==> config.mk <==
export PLATFORM = sky130hd
export DESIGN_NAME = strided_xfer_engine
export DESIGN_NICKNAME = d
export VERILOG_FILES = /design/src/rtl/strided_xfer_engine.sv
export SDC_FILE = /design/constraint.sdc
export NUM_CORES = 1
export LEC_CHECK = 0
export BUFFER_PORTS_ARGS = -buffer_cell sky130_fd_sc_hd__buf_2
export CAP_MARGIN = 10
export CORE_MARGIN = 5
export CORE_UTILIZATION = 44
export DETAILED_ROUTE_END_ITERATION = 8
export SLEW_MARGIN = 40
export SYNTH_ARGS = -nofsm -noshare
export SYNTH_HDL_FRONTEND = slang
export SYNTH_SLANG_ARGS = --single-unit
export TNS_END_PERCENT = 20
==> constraint.sdc <==
create_clock -name clk -period 9.9 [get_ports clk]
set_clock_uncertainty 0.2 [all_clocks]
set_input_delay 0.99 -clock clk [delete_from_list [all_inputs] [get_ports clk]]
set_output_delay 0.99 -clock clk [all_outputs]
set_load 0.005 [all_outputs]
==> src/rtl/strided_xfer_engine.sv <==
module strided_xfer_engine #(
  parameter int NDESC = 8,
  parameter int PAW   = 16,
  parameter int LAW   = 10,
  parameter int CW    = 8,
  parameter int DW    = 32
) (
  input  logic                     clk,
  input  logic                     rst_n,
  input  logic                     dsc_wr,
  input  logic [$clog2(NDESC)-1:0] dsc_sel,
  input  logic [PAW-1:0]           dsc_phys,
  input  logic [LAW-1:0]           dsc_loc,
  input  logic [CW-1:0]            dsc_cols,
  input  logic [CW-1:0]            dsc_rows,
  input  logic [PAW-1:0]           dsc_stride,
  input  logic                     dsc_to_mem,
  input  logic                     dsc_last,
  input  logic                     cmd_start,
  input  logic [$clog2(NDESC)-1:0] cmd_sel,
  output logic                     cmd_done,
  output logic                     busy,
  output logic                     mem_req,
  output logic                     mem_we,
  output logic [PAW-1:0]           mem_addr,
  output logic [DW-1:0]            mem_wdata,
  input  logic                     mem_ack,
  input  logic [DW-1:0]            mem_rdata,
  output logic                     lb_we,
  output logic [LAW-1:0]           lb_waddr,
  output logic [DW-1:0]            lb_wdata,
  output logic [LAW-1:0]           lb_raddr,
  input  logic [DW-1:0]            lb_rdata
);
  localparam int IW = $clog2(NDESC);

  typedef enum logic [1:0] {S_IDLE, S_LOAD, S_MOVE, S_FIN} st_t;

  logic [PAW-1:0] t_phys   [NDESC];
  logic [LAW-1:0] t_loc    [NDESC];
  logic [CW-1:0]  t_cols   [NDESC];
  logic [CW-1:0]  t_rows   [NDESC];
  logic [PAW-1:0] t_stride [NDESC];
  logic           t_dir    [NDESC];
  logic           t_last   [NDESC];

  st_t            st;
  logic [IW-1:0]  idx;
  logic [LAW-1:0] lptr;
  logic [CW-1:0]  row, col, n_cols, n_rows;
  logic [PAW-1:0] rbase, stride;
  logic           dir, last;

  logic           empty, acc, eol, eor;
  logic [IW-1:0]  idx_nx;

  assign empty  = (t_cols[idx] == '0) || (t_rows[idx] == '0);
  assign idx_nx = (idx == IW'(NDESC - 1)) ? '0 : idx + 1'b1;
  assign acc    = mem_req & mem_ack;
  assign eol    = col == n_cols - CW'(1);
  assign eor    = row == n_rows - CW'(1);

  assign busy      = st != S_IDLE;
  assign cmd_done  = st == S_FIN;
  assign mem_req   = st == S_MOVE;
  assign mem_we    = mem_req & dir;
  assign mem_addr  = rbase + PAW'(col);
  assign mem_wdata = lb_rdata;
  assign lb_raddr  = lptr;
  assign lb_waddr  = lptr;
  assign lb_wdata  = mem_rdata;
  assign lb_we     = acc & ~dir;

  always_ff @(posedge clk or negedge rst_n) begin
    if (!rst_n) begin
      for (int i = 0; i < NDESC; i++) begin
        t_phys[i]   <= '0;
        t_loc[i]    <= '0;
        t_cols[i]   <= '0;
        t_rows[i]   <= '0;
        t_stride[i] <= '0;
        t_dir[i]    <= 1'b0;
        t_last[i]   <= 1'b1;
      end
    end else if (dsc_wr) begin
      t_phys[dsc_sel]   <= dsc_phys;
      t_loc[dsc_sel]    <= dsc_loc;
      t_cols[dsc_sel]   <= dsc_cols;
      t_rows[dsc_sel]   <= dsc_rows;
      t_stride[dsc_sel] <= dsc_stride;
      t_dir[dsc_sel]    <= dsc_to_mem;
      t_last[dsc_sel]   <= dsc_last;
    end
  end

  always_ff @(posedge clk or negedge rst_n) begin
    if (!rst_n) begin
      st     <= S_IDLE;
      idx    <= '0;
      lptr   <= '0;
      row    <= '0;
      col    <= '0;
      n_cols <= '0;
      n_rows <= '0;
      rbase  <= '0;
      stride <= '0;
      dir    <= 1'b0;
      last   <= 1'b0;
    end else begin
      case (st)
        S_IDLE: if (cmd_start) begin
          idx  <= cmd_sel;
          lptr <= t_loc[cmd_sel];
          st   <= S_LOAD;
        end
        S_LOAD: begin
          if (empty) begin
            if (t_last[idx]) st <= S_FIN;
            else idx <= idx_nx;
          end else begin
            row    <= '0;
            col    <= '0;
            rbase  <= t_phys[idx];
            stride <= t_stride[idx];
            n_cols <= t_cols[idx];
            n_rows <= t_rows[idx];
            dir    <= t_dir[idx];
            last   <= t_last[idx];
            st     <= S_MOVE;
          end
        end
        S_MOVE: if (acc) begin
          lptr <= lptr + 1'b1;
          if (!eol) col <= col + 1'b1;
          else begin
            col <= '0;
            if (!eor) begin
              row   <= row + 1'b1;
              rbase <= rbase + stride;
            end else if (last) st <= S_FIN;
            else begin
              idx <= idx_nx;
              st  <= S_LOAD;
            end
          end
        end
        default: st <= S_IDLE;
      endcase
    end
  end
endmodule

==> results.md <==
- Setup_tns: 0 ps
- Num CTS Buffers: 60
- Crit-path cells: ha_1 -> inv_1 -> fa_1 -> nor2b_1 -> o21ai_0 -> a21boi_0 -> o21ai_0 -> a21oi_1 -> o21ai_0 -> a21oi_1 -> xor2_1 -> buf_2
- DP HPWL: 42.47 mm
- Async S/R FF share, synth: 100.0%
- Synth-to-layout area growth: 10.71%
- CP peak stage delay: 480 ps
- Min-delay worst type: in -> async
- # DRC: 0
- YS warnings: 0
- Worst setup EP type: output port
- Worst-path maximum fanout: 6
- Final Hold Viols: 0
- Fraction of layout cells with a size suffix above 1: 40.68%
- Worst reg2reg path depth: 10
- Synthesis-stage register bit count: 561
- Clock Path Buffers: 3
- Iter 0 DRT Violations: 835
- Synth Instances: 2049
- Overall via count from detail_route: 16.62k
- Wirelength per Cell: 22.55 um
- Sequential share of the synthesized area: 50.86%
- # port buffers: 111
- Critical Path RT: 8710 ps
- Total wire length: 66.56 mm
- EDFF count, synth: 0
- Crit path launch: col[0]
- Leakage: 13.08 nW
- Worst-Margin Slew: 795.8 ps
- Max cap viols: 0
- Io pins: 240
- # clock sinks: 561
- Outcome: finished, final reports clean
- Ranking of synthesized cells by area: dfrtp_1 (50%), mux2_2 (20%), mux4_2 (8.5%)
- CP bufs+invs: 2
- Gpl congestion: 0.8448
- Critical-path top delay cell: dfrtp_1
- CORE AREA: 61940 um^2
- Hold-fix buffers, CTS: 0
- Resized cells post-CTS: 0
- Setup crit start kind: register
- Tcrit/Tclk final: 46.53%
- Cell Pwr Density: 287.9 nW/um^2
- Vias in the first global route: 17.92k
- R2r endpoint: row[6]
- Netlist cell types: 67
- Nets: 2236
- Final global-route overflow total: 0
- First-pass GRT wire length: 106.4 mm
- Die H: 260.5 um
- Synth area leader: dfrtp_1
- Final Max Tran Viols: 0
- Relative slew slack: 46.95%
- Critical Path AT: 3420 ps
- Peak VDD IR: 0.1706 mV
- Largest net degree at the start of global routing: 164
- FILL cells: 5415
- Max Fclk: 217.1 MHz
- Post-CTS setup buffer count: 0
- Die X-Extent: 260.5 um
- # rows: 91
- Top FF cell, synth: dfrtp_1
- Final Non-Filler Cells: 2952
- Crit path top cell by count: o21ai_0
- Antenna violations before repair: 9
- Mean Syn Cell Area: 13.48 um^2
- Crit Path Category: reg -> out
- Final Setup Violations: 0
- All-Layer GR Usage: 19.83%
- Net Count, Synth: 2221
- Worst r2r src: idx[2]
- Routed vias/inst: 5.630
- H-tree depth: 2
- DRT Pass-1 Iters: 6
- Synthesized area: 27620 um^2
- RSZ-0062 raised after global routing: no
- Worst-path clk slew: 60 ps
- Share of the synthesized area in the top cell type: 50.10%
- Final Critical Period: 4606 ps
- Reg2Reg Setup Slack: 5480 ps
- Root buffer cell: clkbuf_16
- Top delay family on crit path: compound AO/OA/AOI/OAI gates
- Final ANT Viol Nets: 0
- CTS tree: built
- Initial core utilization: 44.59%
- Clk_lat worst skew: 640 ps
- Placed Cells: 2838
- Die Area: 67880 um^2
## per-stage QoR
stage	power, mW	instance area (um^2)	util, %	worst slack [ps]	hold slack, ps
floorplan	5.747	27620	-	6504	273.9
global placement	6.556	28500	46.01	5378	281.3
detailed placement	6.696	28630	46.21	5481	288.0
CTS	8.923	30530	49.29	5227	26.20
global route	9.371	30570	49.35	5027	51.06
finish	8.804	30580	49.37	5294	44.85
## cells in the final DEF, fill, tap and decap left out, types with 7 or more instances in the layout
| cell | synthesis | final |
|---|---|---|
| or3_1 | 7 | 7 |
| dfstp_2 | 8 | 8 |
| mux4_2 | 104 | 104 |
| nand3_1 | 38 | 38 |
| mux2_2 | 497 | 497 |
| clkbuf_1 | 90 | 21 |
| nand3b_1 | 7 | 7 |
| nor3_1 | 18 | 16 |
| nand2b_1 | 15 | 15 |
| a31oi_1 | 7 | 7 |
| and3_1 | 13 | 13 |
| nand4_1 | 10 | 10 |
| clkinv_2 | 0 | 9 |
| mux2i_1 | 102 | 102 |
| xnor2_1 | 25 | 25 |
| nor2_1 | 78 | 77 |
| o21ai_0 | 58 | 58 |
| dfrtp_1 | 553 | 550 |
| nand2_1 | 57 | 57 |
| a21oi_1 | 78 | 78 |
| ha_1 | 35 | 34 |
| xor2_1 | 13 | 13 |
| clkbuf_8 | 0 | 10 |
| inv_1 | 26 | 26 |
| buf_2 | 9 | 110 |
| buf_4 | 74 | 22 |
| clkbuf_16 | 0 | 60 |
| nor3b_1 | 11 | 9 |
## routing by layer
layer | GRT usage (%) | vias up | wire length (um)
li1 | - | 7512 | -
met1 | 26.14 | 8686 | 28650
met2 | 33.43 | 260 | 32920
met3 | 3.348 | 157 | 2809
met4 | 6.927 | 4 | 2145
met5 | 0 | - | 25
## worst max-delay path by stage
| stage | to | slack [ps] | cells past startpoint |
|---|---|---|---|
| final | mem_addr[10] | 5290 | 12 |
| after global routing | mem_addr[10] | 5030 | 12 |
| after CTS | mem_addr[10] | 5230 | 12 |
| after detailed placement | row[6] | 5480 | 10 |
| after global placement | last | 5380 | 8 |
| after floorplan | mem_addr[10] | 6500 | 11 |
## area by class of cell
cell class / instances / area, um^2 / share of cell area (%)
sequential: 561 / 14060 / 45.98
clock buffer: 91 / 1718 / 5.618
clock inverter: 16 / 187.7 / 0.6137
inverter: 27 / 101.3 / 0.3314
timing repair buffer: 145 / 939.7 / 3.073
multi-input combinational: 1269 / 12510 / 40.91
antenna: 6 / 15.01 / 0.04910
tap: 837 / 1047 / 3.425
## report_power, final
part | internal, mW | switching [mW]
combinational | 1.62 | 1.58
sequential | 2.90 | 0.519
clock | 1.27 | 0.915
## Yosys cell counts, types with 3 or more instances
cell type  instances
a32oi_1            3
dfrtp_1          553
nor2b_1            8
nand4_1           10
o21a_1             5
nand2_1           57
nor2_1            78
xor2_1            13
a31oi_1            7
xnor2_1           25
buf_1             19
a22oi_1            3
o32ai_1            6
buf_4             74
nand4b_1           4
a21oi_1           78
o311a_1            3
a21o_1             6
mux2i_1          102
clkbuf_1          90
nand3_1           38
o22ai_1            6
nor3b_1           11
mux4_2           104
a211oi_1           3
o21ai_0           58
nor3_1            18
inv_1             26
nand3b_1           7
mux2_2           497
o21bai_1           3
and3_1            13
or3_1              7
nand2b_1          15
o221ai_1           4
and2_1             6
dfstp_2            8
buf_2              9
ha_1              35
## registers in the layout, indices dropped and copies added, names as in the netlist
register  flops
n_rows        8
dir           1
rbase        16
lb_raddr     10
stride       16
n_cols        8
idx           3
col           8
t_dir         8
t_cols       64
t_phys      128
t_last        8
row           8
t_rows       64
last          1
st            2
t_stride    128
t_loc        80
## kinds of logic (layout without fill, tap and decap cells)
kind of cell	after synthesis	count (layout)	synth area share (%)
xor+xnor	38	38	1.205
flops	561	561	50.86
fa+ha+maj	37	37	1.730
other cells	0	6	0
mux	703	703	32.44
buf+inv	219	279	4.023
simple gates	285	285	5.205
compound gates	206	206	4.535
(Power assumes the default switching activity.)
